--- config.mk ---
export PLATFORM = sky130hd
export DESIGN_NAME = fpm_strobe_decode
export DESIGN_NICKNAME = d
export VERILOG_FILES = /design/src/rtl/fpm_pkg.sv /design/src/rtl/fpm_strobe_decode.sv
export SDC_FILE = /design/constraint.sdc
export NUM_CORES = 1
export LEC_CHECK = 0
export BUFFER_PORTS_ARGS = -buffer_cell sky130_fd_sc_hd__buf_2
export CORE_ASPECT_RATIO = 1.75
export CORE_MARGIN = 3
export CORE_UTILIZATION = 28
export CTS_CLUSTER_DIAMETER = 120
export DETAILED_ROUTE_END_ITERATION = 8
export MAX_ROUTING_LAYER = met4
export PLACE_DENSITY = 0.62
export SYNTH_ARGS = -nofsm -noshare
export SYNTH_HDL_FRONTEND = slang
export SYNTH_SLANG_ARGS = --single-unit
--- constraint.sdc ---
create_clock -name clk -period 1.42 [get_ports clk]
set_input_delay 0.426 -clock clk [delete_from_list [all_inputs] [get_ports clk]]
set_output_delay 0.426 -clock clk [all_outputs]
set_load 0.05 [all_outputs]
--- src/rtl/fpm_pkg.sv ---
package fpm_pkg;
   typedef enum logic [1:0] {
      CYC_IDLE    = 2'd0,
      CYC_ACCESS  = 2'd1,
      CYC_REFRESH = 2'd2
   } cyc_kind_t;
endpackage

--- src/rtl/fpm_strobe_decode.sv ---
module fpm_strobe_decode
   import fpm_pkg::*;
#(
   parameter int ADDR_W    = 9,
   parameter int ARR_ROW_W = 3,
   parameter int ARR_COL_W = 3
) (
   input  logic                 clk,
   input  logic                 rst_n,
   input  logic                 row_stb_n,
   input  logic                 col_hi_n,
   input  logic                 col_lo_n,
   input  logic                 wr_n,
   input  logic                 oe_n,
   input  logic [ADDR_W-1:0]    addr,
   input  logic [ADDR_W-1:0]    ref_cnt,
   output logic [ARR_ROW_W-1:0] row_q,
   output logic [ARR_COL_W-1:0] col_q,
   output logic [ARR_COL_W-1:0] col_eff,
   output logic                 wr_start,
   output logic [1:0]           wr_lanes,
   output logic                 acc_start,
   output logic [1:0]           lane_drv,
   output logic                 ref_pulse,
   output logic                 cbr_pulse,
   output logic [ADDR_W-1:0]    ref_row,
   output logic                 row_done
);
   logic      p_row, p_hi, p_lo, p_wr, p_oe;
   logic      wr_q, rd_q;
   cyc_kind_t kind;
   logic      cas_now, cas_was, row_fall, row_rise, cas_fall;
   logic      in_access, wr_cond, rd_cond, live;

   always_comb begin
      cas_now   = !(col_hi_n && col_lo_n);
      cas_was   = !(p_hi && p_lo);
      row_fall  = p_row && !row_stb_n;
      row_rise  = !p_row && row_stb_n;
      cas_fall  = cas_now && !cas_was;
      in_access = (kind == CYC_ACCESS) && !row_stb_n;
      wr_cond   = in_access && cas_now && !wr_n;
      rd_cond   = in_access && cas_now && wr_n && !oe_n;
      wr_start  = wr_cond && !wr_q;
      acc_start = wr_start || (rd_cond && !rd_q);
      wr_lanes  = {!col_hi_n, !col_lo_n};
      col_eff   = cas_fall ? addr[ARR_COL_W-1:0] : col_q;
      ref_pulse = row_fall;
      cbr_pulse = row_fall && cas_now;
      ref_row   = cas_now ? ref_cnt : addr;
      row_done  = row_rise;
      live      = (kind == CYC_ACCESS) && !p_row && p_wr && !p_oe;
      lane_drv  = {live && !p_hi, live && !p_lo};
   end

   always_ff @(posedge clk) begin
      if (!rst_n) begin
         p_row <= 1'b1;
         p_hi  <= 1'b1;
         p_lo  <= 1'b1;
         p_wr  <= 1'b1;
         p_oe  <= 1'b1;
         wr_q  <= 1'b0;
         rd_q  <= 1'b0;
         kind  <= CYC_IDLE;
         row_q <= '0;
         col_q <= '0;
      end else begin
         p_row <= row_stb_n;
         p_hi  <= col_hi_n;
         p_lo  <= col_lo_n;
         p_wr  <= wr_n;
         p_oe  <= oe_n;
         wr_q  <= wr_cond;
         rd_q  <= rd_cond;
         if (row_fall) begin
            kind <= cas_now ? CYC_REFRESH : CYC_ACCESS;
            if (!cas_now) row_q <= addr[ARR_ROW_W-1:0];
         end else if (row_rise) begin
            kind <= CYC_IDLE;
         end
         if (cas_fall && in_access) col_q <= addr[ARR_COL_W-1:0];
      end
   end

   AST_COL_HELD: assert property (@(posedge clk) disable iff (!rst_n)
      (cas_now && cas_was) |=> $stable(col_q));
   AST_CBR_QUIET: assert property (@(posedge clk) disable iff (!rst_n)
      cbr_pulse |=> (lane_drv == 2'b00));
endmodule

==> implementation parameters, run 1 <==
Parameter                              Value

Routing
  Met2 WL post-DR ... 1560 µm
  # DRC ... 0
  Routed length on met1 ... about 840 µm
  Total wire length ... 2590 µm
  Antenna-violating nets left ... 0
  Top layer reached by signal wires ... met4
  DR pass1 iterations ... 4
  Via count ... 834
  Via/cell ratio ... 4.79
  Average routed wire per standard cell ... 14.9 µm
  DRC violation total after the first TritonRoute iteration ... 4
  Sum of met3 wire segment lengths after detailed routing ... around 110 µm

Job
  Max-Cap Viols ... 0

Power
  Total chip power ... between 1 and 1.5 mW
  Clock share of power ... 0.272
  Sequential fraction of design power ... 0.348
  Worst VDD drop ... 0.637 mV
  Combinational Power Share ... 0.380
  Switching Share ... 0.326
  P_int ... 856 µW
  Leakage ... 0.769 nW
  Power per unit of standard cell area ... ~800 nW/µm²
  Switch Pwr ... roughly 410 µW

Timing
  Unrepaired setup endpoints after global routing ... yes
  Count of pins over their slew limit ... 0
  Worst setup skew after layout ... roughly 0.00042 ns
  Final number of setup-violating endpoints ... 19
  Tightest Pin Transition ... 0.350 ns
  Final critical-path setup slack ... -0.339 ns
  Final Hold Slack ... 0.411 ns
  Minimum clock period after layout ... 1.76 ns
  Fmax ... 0.568 GHz
  Tcrit/Tclk final ... 1.24
  Max-slew headroom ... 0.766
  Final count of hold timing violations ... 0

GRT
  Gr ovfl total ... 0
  Largest net degree at the start of global routing ... 17
  Total track usage ... 0.161
  Wire length of the first global-routing pass ... 3840 µm
  Via count of the first global-routing pass ... 857
  Number of antenna violations at the first check in global routing ... 0

Die
  Count of standard-cell rows ... 24
  Number of top-level pins ... 52
  Initial core utilization ... 0.303
  Horizontal die dimension ... 45.8 µm
  Area of the die ... roughly 3500 µm²
  CORE AREA ... 2550 µm²
  Y dimension of the die ... 75.6 µm

Worst hold path
  Hold_sp ... oe_n
  Hold-critical path depth ... 2
  Min-Delay Endpoint ... p_oe$_SDFF_PN1_
  HP Class ... in -> reg

Cells and area
  Final standard cell utilization of the core ... 0.625
  Count of antenna diodes in the layout ... 0
  Finished Cell Area ... 1590 µm²
  Area overhead of the layout relative to synthesis ... 106%
  Fraction of layout instances using a drive strength above 1 ... 0.676
  Filler Cell Count ... between 200 and 250
  Net total in the final layout ... 176

Critical path
  Max incr delay on CP ... 0.32 ns
  Required time worst endpoint ... about 1 ns
  CP arrival ... 1.33 ns
  Type of destination of the critical path ... output port
  Reg-to-reg critical path startpoint ... p_row$_SDFF_PN1_
  Crit Path Max Fanout ... 4
  Capture instance of the worst register-to-register path ... row_q[1]$_SDFFE_PN0P_
  Cell breakdown of the critical path ... nand2b_4, nand3b_1, nor3_4, buf_6
  Worst reg-to-reg setup slack ... ~0.07 ns
  Cell count of the worst reg-to-reg path ... 7
  CP startpoint kind ... flop
  Cell with the biggest individual delay on the critical path ... sky130_fd_sc_hd__dfxtp_2
  Worst setup path class ... reg -> out

Logic synthesis
  Net count of the mapped netlist ... about 110
  Mapped Area ... about 770 µm²
  Most area-hungry cell type in the Yosys netlist ... sky130_fd_sc_hd__dfxtp_1
  Number of storage elements in the synthesis netlist ... 15
  Seq/Total Area, Yosys ... 0.388
  Fraction of synthesized cell area taken by the top area cell type ... 0.388
  Synth top area cells ... sky130_fd_sc_hd__dfxtp_1 39%, sky130_fd_sc_hd__mux2_2 17%, sky130_fd_sc_hd__mux2i_1 7.8%
  Number of different library cells in the post-synthesis netlist ... 22
  Number of standard cells after synthesis ... 80
  Total number of yosys warnings ... 0
  Mean instance size in the synthesized netlist ... slightly below 10 µm²

CTS
  Cts bufs inserted ... 3
  Clock edge transition at the registers on the reported setup and hold paths ... about 0.06 ns
  Maximum root-to-sink buffer count ... 2
  Root Buffer Master ... sky130_fd_sc_hd__clkbuf_8
  H-Tree Depth ... 1
  Clock sinks ... 15
  Worst-Skew Late Latency ... 0.25 ns
  TritonCTS clock tree ... yes

Place
  Pre-CTS worst setup slack ... -0.363 ns
  Detailed placement HPWL ... 1820 µm
  Placed cell area ... 1230 µm²
  Final Wtd Congestion ... 0.827
  Count of port buffers added during placement ... 51

Status
  Result of the run ... finished, violations left
  Violated checks ... setup timing
## stage by stage
step / std cells / TNS, ns
after global routing: 174 / -4.19
after global placement: 165 / -5.29
after floorplan: 80 / -1.24
final: 174 / -3.53
after CTS: 172 / -4.72
after detailed placement: 165 / -5.47
## worst max-delay path: cells and delay by family (launching register included)
family                 cells  cell delay, ns
AND/OR/NAND/NOR            3            0.59
flip-flops                 1            0.32
buffers and inverters      1            0.18
## cell type report
cell class	count	area, µm²	area share
Tap cell	26	32.5	0.0204
Clock buffer	4	45.0	0.0283
Multi-Input combinational cell	59	602	0.378
Inverter	5	23.8	0.0149
Timing Repair Buffer	65	583	0.366
Sequential cell	15	308	0.193
## synth_stat cells
master and count:
sky130_fd_sc_hd__ha_1 2, sky130_fd_sc_hd__nand2_2 2, sky130_fd_sc_hd__buf_2 1, sky130_fd_sc_hd__mux2i_1 6, sky130_fd_sc_hd__buf_6 1, sky130_fd_sc_hd__nor2b_1 3, sky130_fd_sc_hd__and2_1 2, sky130_fd_sc_hd__nor4b_4 1
sky130_fd_sc_hd__a21oi_1 2, sky130_fd_sc_hd__nand3_1 1, sky130_fd_sc_hd__a21boi_0 1, sky130_fd_sc_hd__nand2b_4 1, sky130_fd_sc_hd__dfxtp_1 15, sky130_fd_sc_hd__nor4_1 2, sky130_fd_sc_hd__nand2b_1 2, sky130_fd_sc_hd__nand3b_1 2
sky130_fd_sc_hd__inv_1 5, sky130_fd_sc_hd__o21ai_0 1, sky130_fd_sc_hd__nor3_1 2, sky130_fd_sc_hd__nand2_1 12, sky130_fd_sc_hd__nor2_1 4, sky130_fd_sc_hd__mux2_2 12
## layer usage
metal,up-vias,GRT usage
met2,27,0.297
met1,392,0.154
met3,7,0.0213
met5,-,-
li1,408,-
met4,0,0.0854
## flip-flops by register name, indices dropped and copies added (netlist names)
name / cells
col_q: 3
row_q: 3
kind: 2
p_hi: 1
p_lo: 1
p_oe: 1
p_row: 1
p_wr: 1
rd_q: 1
wr_q: 1
## worst max-delay path by stage
stage	startpoint	cells after the start	to	slack (ns)
3_5_place_dp	col_lo_n	5	wr_start	-0.36
6_report	kind[1]$_SDFFE_PN0P_	4	wr_start	-0.34
4_1_cts	p_hi$_SDFF_PN1_	4	col_eff[0]	-0.34
5_1_grt	kind[1]$_SDFFE_PN0P_	4	wr_start	-0.43
2_1_floorplan	col_lo_n	4	acc_start	-0.27
3_3_place_gp	col_lo_n	5	wr_start	-0.35
## placed cells by master, fill, tap and decap left out, types with 2 or more instances in the layout
| master | netlist | final |
|---|---|---|
| sky130_fd_sc_hd__buf_2 | 1 | 28 |
| sky130_fd_sc_hd__mux2_4 | 0 | 11 |
| sky130_fd_sc_hd__nand2_8 | 0 | 2 |
| sky130_fd_sc_hd__clkbuf_8 | 0 | 3 |
| sky130_fd_sc_hd__nand2_1 | 12 | 12 |
| sky130_fd_sc_hd__ha_4 | 0 | 2 |
| sky130_fd_sc_hd__mux2i_1 | 6 | 6 |
| sky130_fd_sc_hd__inv_1 | 5 | 3 |
| sky130_fd_sc_hd__dfxtp_2 | 0 | 3 |
| sky130_fd_sc_hd__nor4_4 | 0 | 2 |
| sky130_fd_sc_hd__nand3b_1 | 2 | 2 |
| sky130_fd_sc_hd__nor2_1 | 4 | 3 |
| sky130_fd_sc_hd__buf_12 | 0 | 3 |
| sky130_fd_sc_hd__buf_6 | 1 | 12 |
| sky130_fd_sc_hd__nand2b_1 | 2 | 2 |
| sky130_fd_sc_hd__buf_8 | 0 | 11 |
| sky130_fd_sc_hd__nor2b_1 | 3 | 3 |
| sky130_fd_sc_hd__dfxtp_1 | 15 | 11 |
| sky130_fd_sc_hd__buf_4 | 0 | 11 |
## logic make-up after synthesis
logic type / Yosys count / share of synthesized area
AND/OR/NAND/NOR: 34 / 0.254
multiplexers: 18 / 0.252
flip-flops: 15 / 0.388
buffers and inverters: 7 / 0.0452
AO/OA/AOI/OAI: 4 / 0.0291
adder cells (fa/ha/maj): 2 / 0.0323
## power groups by stage
stage / logic (mW) / registers (mW) / clock network, mW
after global placement: 0.354 / 0.451 / 0
after CTS: 0.416 / 0.441 / 0.354
final: 0.483 / 0.441 / 0.346
after detailed placement: 0.359 / 0.452 / 0
after floorplan: 0.232 / 0.463 / 0
after global routing: 0.506 / 0.444 / 0.365
## timing repair
| item | 4_1_cts | 5_1_grt |
|---|---|---|
| pin swaps | 3 | 2 |
| resized for setup | 46 | 38 |
| hold buffers | 0 | 0 |
| endpoints found under the hold margin | 0 | 0 |
| endpoints found under the setup margin | 19 | 20 |
| gates cloned | 1 | 0 |
| buffers inserted | 2 | 2 |
(Power assumes the default switching activity.)
==> inputs of run 2 (changes only) <==
--- a/config.mk
+++ b/config.mk
@@ -13,6 +13,7 @@
 export DETAILED_ROUTE_END_ITERATION = 8
 export MAX_ROUTING_LAYER = met4
 export PLACE_DENSITY = 0.62
+export SKIP_CTS_REPAIR_TIMING = 1
 export SYNTH_ARGS = -nofsm -noshare
 export SYNTH_HDL_FRONTEND = slang
 export SYNTH_SLANG_ARGS = --single-unit
==> run 2 against run 1 <==
Compared with the run above: the flow still finishes with violations (setup timing); final cell count is 1.7% lower; sequential share of layout area is 1.5 points higher; clock-buffer cell count stayed put; non-clock buffer count is 2 lower; first-iteration DRC count is 25% lower; flip-flop and latch count stayed put; sequential power hardly changed; critical path depth stayed put; final area is 7.1% lower; power is 4.0% lower; utilization is 4.5 points lower; critical path type unchanged; die area stayed put.
==> implementation parameters, run 2 (same netlist as run 1, synthesis figures left out) <==
Parameter                              Value

Status
  Result of the run ... finished, violations left
  Violated checks ... setup timing

Timing
  Final critical-path setup slack ... -0.333 ns
  Final count of hold timing violations ... 0
  Final Hold Slack ... ~0.41 ns
  Tightest Pin Transition ... 0.350 ns
  Count of pins over their slew limit ... 0
  Worst setup skew after layout ... 0.000422 ns
  Unrepaired setup endpoints after global routing ... yes
  Tcrit/Tclk final ... 1.23
  Fmax ... roughly 0.57 GHz
  Minimum clock period after layout ... about 1.8 ns
  Max-slew headroom ... 0.766
  Final number of setup-violating endpoints ... 19

Power
  Worst VDD drop ... about 0.65 mV
  Switching Share ... 0.327
  Power per unit of standard cell area ... 824 nW/µm²
  Sequential fraction of design power ... 0.362
  Total chip power ... 1.22 mW
  P_int ... 821 µW
  Switch Pwr ... ~400 µW
  Clock share of power ... 0.283
  Combinational Power Share ... 0.355
  Leakage ... 0.710 nW

Worst hold path
  Hold-critical path depth ... 2
  Min-Delay Endpoint ... p_oe$_SDFF_PN1_
  HP Class ... in -> reg
  Hold_sp ... oe_n

GRT
  Total track usage ... 0.147
  Met2 track utilization from global routing ... 0.255
  Wire length of the first global-routing pass ... 3540 µm
  Layer with the highest usage after global routing ... met2
  Largest net degree at the start of global routing ... 17
  Gr ovfl total ... 0
  Global Route met3 Usage ... 0.0213
  Met1 global-route usage ... 0.151
  Number of antenna violations at the first check in global routing ... 0
  Via count of the first global-routing pass ... 800

Routing
  Antenna-violating nets left ... 0
  DRC violation total after the first TritonRoute iteration ... 3
  Total wire length ... 2340 µm
  DR pass1 iterations ... 4
  Via count ... slightly above 800
  Average routed wire per standard cell ... 13.7 µm
  # DRC ... 0
  Via/cell ratio ... 4.75

Die
  Initial core utilization ... 0.303
  Y dimension of the die ... 75.6 µm
  CORE AREA ... 2550 µm²
  Count of standard-cell rows ... 24
  Area of the die ... between 3000 and 4000 µm²
  Number of top-level pins ... 52
  Horizontal die dimension ... 45.8 µm

Cells and area
  Non-filler instance count after layout ... about 170
  Top library cells by usage in the layout, fill and taps aside ... 29 x sky130_fd_sc_hd__buf_2, 18 x sky130_fd_sc_hd__buf_6, 12 x sky130_fd_sc_hd__nand2_1
  Most common cell after layout, fill and taps aside ... sky130_fd_sc_hd__buf_2
  Filler Cell Count ... roughly 230
  Count of antenna diodes in the layout ... 0
  Net total in the final layout ... between 150 and 200
  Final standard cell utilization of the core ... 0.580
  Area occupied by registers ... 308 µm²
  Fraction of layout instances using a drive strength above 1 ... 0.662
  Regs by FF count ... col_q: 3 flops, row_q: 3 flops, kind: 2 flops
  Area overhead of the layout relative to synthesis ... 91.1%
  Multi-input logic area ... 558 µm²

CTS
  TritonCTS clock tree ... yes
  Clock edge transition at the registers on the reported setup and hold paths ... 0.06 ns
  H-Tree Depth ... 1
  Maximum root-to-sink buffer count ... 2
  Worst-Skew Late Latency ... between 0.2 and 0.3 ns
  Clock sinks ... 15
  Cts bufs inserted ... 3
  Root Buffer Master ... sky130_fd_sc_hd__clkbuf_8

Place
  Pre-CTS worst setup slack ... -0.363 ns
  Final Wtd Congestion ... 0.827
  Count of port buffers added during placement ... 51
  Number of placed cells counting well taps ... 165
  Detailed placement HPWL ... approximately 1800 µm

Critical path
  CP arrival ... 1.33 ns
  Worst reg-to-reg setup slack ... 0.12 ns
  Type of destination of the critical path ... output port
  Capture instance of the worst register-to-register path ... row_q[1]$_SDFFE_PN0P_
  Crit Path Max Fanout ... 3
  CP startpoint kind ... flop
  Required time worst endpoint ... 0.99 ns
  Reg-to-reg critical path startpoint ... p_row$_SDFF_PN1_
  Cell count of the worst reg-to-reg path ... 6
  Worst setup path class ... reg -> out

Job
  Max-Cap Viols ... 0
-- run 2: worst max-delay path by stage --
| stage | depth (start not counted) | endpoint | start | slack, ns |
|---|---|---|---|---|
| 2_1_floorplan | 4 | acc_start | col_lo_n | -0.27 |
| 3_3_place_gp | 5 | wr_start | col_lo_n | -0.35 |
| 3_5_place_dp | 5 | wr_start | col_lo_n | -0.36 |
| 4_1_cts | 4 | wr_start | kind[1]$_SDFFE_PN0P_ | -0.42 |
| 5_1_grt | 4 | wr_start | kind[1]$_SDFFE_PN0P_ | -0.42 |
| 6_report | 4 | col_eff[2] | p_hi$_SDFF_PN1_ | -0.33 |
-- run 2: worst max-delay path, cell delays in order, from the launching register on --
cell and delay [ns]:
sky130_fd_sc_hd__dfxtp_2 0.33, sky130_fd_sc_hd__nand2_2 0.07, sky130_fd_sc_hd__a21oi_4 0.19, sky130_fd_sc_hd__mux2_4 0.33
sky130_fd_sc_hd__buf_6 0.15
-- run 2: per-stage QoR --
stage	TNS, ns	cell area, µm²
CTS	-5.78	1270
detailed placement	-5.47	1230
global route	-5.17	1480
finish	-4.45	1480
floorplan	-1.24	871
global placement	-5.29	1230
-- run 2: final cells by class --
type                    instances  share of cell area
flip-flops and latches         15               0.208
well taps                      26              0.0220
repair buffers                 63               0.345
inverters                       5              0.0178
multi-input cells              58               0.377
clock buffers                   4              0.0304
-- run 2: per-layer routing --
metal	share of wire	up-vias	wire length [µm]
met5	0	-	0
met4	0.024	0	57
met3	0.051	5	119
met2	0.59	25	1370
met1	0.34	379	792
li1	-	403	-
-- run 2: power by group through the flow --
stage	Combinational [mW]	Sequential (mW)	Clock, mW
2_1_floorplan	0.232	0.463	0
5_1_grt	0.456	0.443	0.366
3_3_place_gp	0.354	0.451	0
6_report	0.433	0.441	0.345
3_5_place_dp	0.359	0.452	0
4_1_cts	0.360	0.442	0.354
==> inputs of run 3 (changes only) <==
--- a/config.mk
+++ b/config.mk
@@ -5,6 +5,7 @@
 export SDC_FILE = /design/constraint.sdc
 export NUM_CORES = 1
 export LEC_CHECK = 0
+export ABC_AREA = 1
 export BUFFER_PORTS_ARGS = -buffer_cell sky130_fd_sc_hd__buf_2
 export CORE_ASPECT_RATIO = 1.75
 export CORE_MARGIN = 3
==> run 3 against run 2 <==
Compared with the run above: the run still ends with setup timing left; worst setup slack improved by 0.032 ns; global-route usage up 0.11 points; flip-flop and latch count is the same; clock power up 1%; hold slack got worse by 0.027 ns.
==> implementation parameters, run 3 <==
Parameter                              Value

GRT
  Via count of the first global-routing pass ... ~890
  Met2 track utilization from global routing ... 0.281
  Number of antenna violations at the first check in global routing ... 0
  Global Route met3 Usage ... 0.0331
  Total track usage ... 0.148
  Wire length of the first global-routing pass ... between 3000 and 4000 µm
  Gr ovfl total ... 0
  Largest net degree at the start of global routing ... 13
  Met1 global-route usage ... 0.109
  Layer with the highest usage after global routing ... met2

Place
  Detailed placement HPWL ... 2010 µm
  Count of port buffers added during placement ... 51
  Pre-CTS worst setup slack ... -0.372 ns
  Final Wtd Congestion ... 0.751
  Number of placed cells counting well taps ... 212

Timing
  Fmax ... ~0.58 GHz
  Minimum clock period after layout ... 1.72 ns
  Tightest Pin Transition ... 0.252 ns
  Unrepaired setup endpoints after global routing ... yes
  Final number of setup-violating endpoints ... 19
  Final Hold Slack ... 0.384 ns
  Worst setup skew after layout ... ~0.0027 ns
  Tcrit/Tclk final ... 1.21
  Max-slew headroom ... 0.833
  Final critical-path setup slack ... -0.301 ns
  Final count of hold timing violations ... 0
  Count of pins over their slew limit ... 0

CTS
  Cts bufs inserted ... 3
  Worst-Skew Late Latency ... 0.25 ns
  H-Tree Depth ... 1
  Clock sinks ... 15
  Clock edge transition at the registers on the reported setup and hold paths ... ~0.060 ns
  Maximum root-to-sink buffer count ... 2
  TritonCTS clock tree ... yes
  Root Buffer Master ... sky130_fd_sc_hd__clkbuf_8

Cells and area
  Fraction of layout instances using a drive strength above 1 ... 0.680
  Top library cells by usage in the layout, fill and taps aside ... 29 x sky130_fd_sc_hd__buf_2, 19 x sky130_fd_sc_hd__buf_4, 18 x sky130_fd_sc_hd__nand2_2
  Area overhead of the layout relative to synthesis ... 129%
  Regs by FF count ... col_q: 3 flops, row_q: 3 flops, kind: 2 flops
  Most common cell after layout, fill and taps aside ... sky130_fd_sc_hd__buf_2
  Non-filler instance count after layout ... 220
  Net total in the final layout ... approximately 220
  Count of antenna diodes in the layout ... 0
  Filler Cell Count ... approximately 200

Critical path
  Cell breakdown of the critical path ... inv_4, nand2_2, nor2_4, nand2_4, o21ai_4, buf_6
  Required time worst endpoint ... 0.99 ns
  Type of destination of the critical path ... output port
  Setup crit start ... kind[1]$_SDFFE_PN0P_
  Cell count of the worst reg-to-reg path ... 8
  Worst reg-to-reg setup slack ... around 0.27 ns
  Crit Path Max Fanout ... 3
  Worst setup path endpoint ... acc_start
  Cell with the biggest individual delay on the critical path ... sky130_fd_sc_hd__dfxtp_2
  Worst setup path class ... reg -> out
  CP arrival ... approximately 1.3 ns
  Max incr delay on CP ... 0.33 ns
  CP startpoint kind ... flop
  Reg-to-reg critical path startpoint ... kind[1]$_SDFFE_PN0P_
  Capture instance of the worst register-to-register path ... col_q[2]$_SDFFE_PN0P_

Logic synthesis
  Leading cell types by count after synthesis ... 40 x sky130_fd_sc_hd__nand2_1, 15 x sky130_fd_sc_hd__dfxtp_1, 13 x sky130_fd_sc_hd__inv_1, 13 x sky130_fd_sc_hd__nor2_1, 9 x sky130_fd_sc_hd__nand3_1
  Number of different library cells in the post-synthesis netlist ... 18
  Mapped Area ... 779 µm²
  Ys flop type ... sky130_fd_sc_hd__dfxtp_1
  Number of storage elements in the synthesis netlist ... 15
  Mean instance size in the synthesized netlist ... between 6 and 7 µm²
  Number of standard cells after synthesis ... roughly 120
  Most area-hungry cell type in the Yosys netlist ... sky130_fd_sc_hd__dfxtp_1
  Fraction of synthesized cell area taken by the top area cell type ... 0.385
  Most repeated cell in the gate-level netlist after synthesis ... sky130_fd_sc_hd__nand2_1
  Total number of yosys warnings ... 0
  Seq/Total Area, Yosys ... 0.385
  Share of synthesized registers carrying an async set or reset ... 0
  Number of enable flip-flop cells after synthesis ... 0
  Net count of the mapped netlist ... 145
  Synth top area cells ... sky130_fd_sc_hd__dfxtp_1 39%, sky130_fd_sc_hd__nand2_1 19%, sky130_fd_sc_hd__inv_1 6.3%

Die
  Number of top-level pins ... 52
  Initial core utilization ... 0.302
  Y dimension of the die ... around 76 µm
  CORE AREA ... approximately 2600 µm²
  Area of the die ... 3480 µm²
  Horizontal die dimension ... 45.9 µm
  Count of standard-cell rows ... 24

Routing
  Average routed wire per standard cell ... 12.3 µm
  Via/cell ratio ... 4.71
  Total wire length ... 2700 µm
  Antenna-violating nets left ... 0
  DR pass1 iterations ... 4
  # DRC ... 0
  DRC violation total after the first TritonRoute iteration ... 16
  Via count ... 1036

Job
  Max-Cap Viols ... 0

Power
  Power per unit of standard cell area ... between 700 and 800 nW/µm²
  Leakage ... 0.852 nW
  Worst VDD drop ... 0.881 mV

Status
  Violated checks ... setup timing
  Result of the run ... finished, violations left

Worst hold path
  HP Class ... in -> reg
==> run 3: changes by cell type in the layout (fill, tap and decap cells not counted), sizes merged, moves of 6 or more <==
cell | before | now
buf | 61 | 75
inv | 5 | 14
mux2 | 12 | 0
mux2i | 6 | 0
nand2 | 14 | 41
nand3 | 1 | 10
nor2 | 4 | 14
o21ai | 1 | 9
==> run 3: cell families (layout without fill, tap and decap cells) <==
group / Yosys count / after routing / synth area share
compound gates: 14 / 14 / 0.0899
fa+ha+maj: 2 / 2 / 0.0321
buf+inv: 18 / 94 / 0.103
flops: 15 / 15 / 0.385
simple gates: 69 / 69 / 0.390
==> run 3: worst min-delay path by stage <==
stage | cells after the start | startpoint | endpoint
global route | 2 | oe_n | p_oe$_SDFF_PN1_
floorplan | 2 | kind[1]$_SDFFE_PN0P_ | kind[1]$_SDFFE_PN0P_
global placement | 2 | row_q[0]$_SDFFE_PN0P_ | row_q[0]$_SDFFE_PN0P_
finish | 3 | col_lo_n | p_lo$_SDFF_PN1_
CTS | 2 | oe_n | p_oe$_SDFF_PN1_
detailed placement | 2 | row_q[2]$_SDFFE_PN0P_ | row_q[2]$_SDFFE_PN0P_
==> run 3: routing by layer <==
metal	up-vias	part of all wire
li1	523	-
met1	468	0.30
met2	41	0.59
met3	4	0.082
met4	0	0.027
met5	-	0
==> run 3: worst max-delay path, delay by kind of cell (launching register included) <==
kind | cells | cell delay (ns)
flops | 1 | 0.33
compound gates | 1 | 0.13
simple gates | 3 | 0.32
buf+inv | 2 | 0.24
==> run 3: layout make-up <==
cell class | instances | area (µm²) | share of cell area
flip-flops and latches | 15 | 314 | 0.176
repair buffers | 75 | 651 | 0.365
inverters | 15 | 70.1 | 0.0393
clock buffers | 4 | 45.0 | 0.0253
multi-input cells | 85 | 669 | 0.376
well taps | 26 | 32.5 | 0.0183
==> run 3: report_power, final <==
group          total [mW]  switching, mW  internal [mW]
logic               0.561          0.328          0.233
clock network       0.350          0.151          0.199
registers           0.460         0.0208          0.439
total                1.37          0.499          0.871
==> run 3: stage by stage <==
step,area (µm²),total power [mW],util,setup TNS (ns)
final,1780,1.37,0.690,-2.61
after global routing,1780,1.43,0.690,-3.32
after CTS,1460,1.27,0.564,-4.91
after detailed placement,1410,0.915,0.547,-4.15
after global placement,1410,0.909,0.547,-3.76
after floorplan,981,0.774,-,-0.263
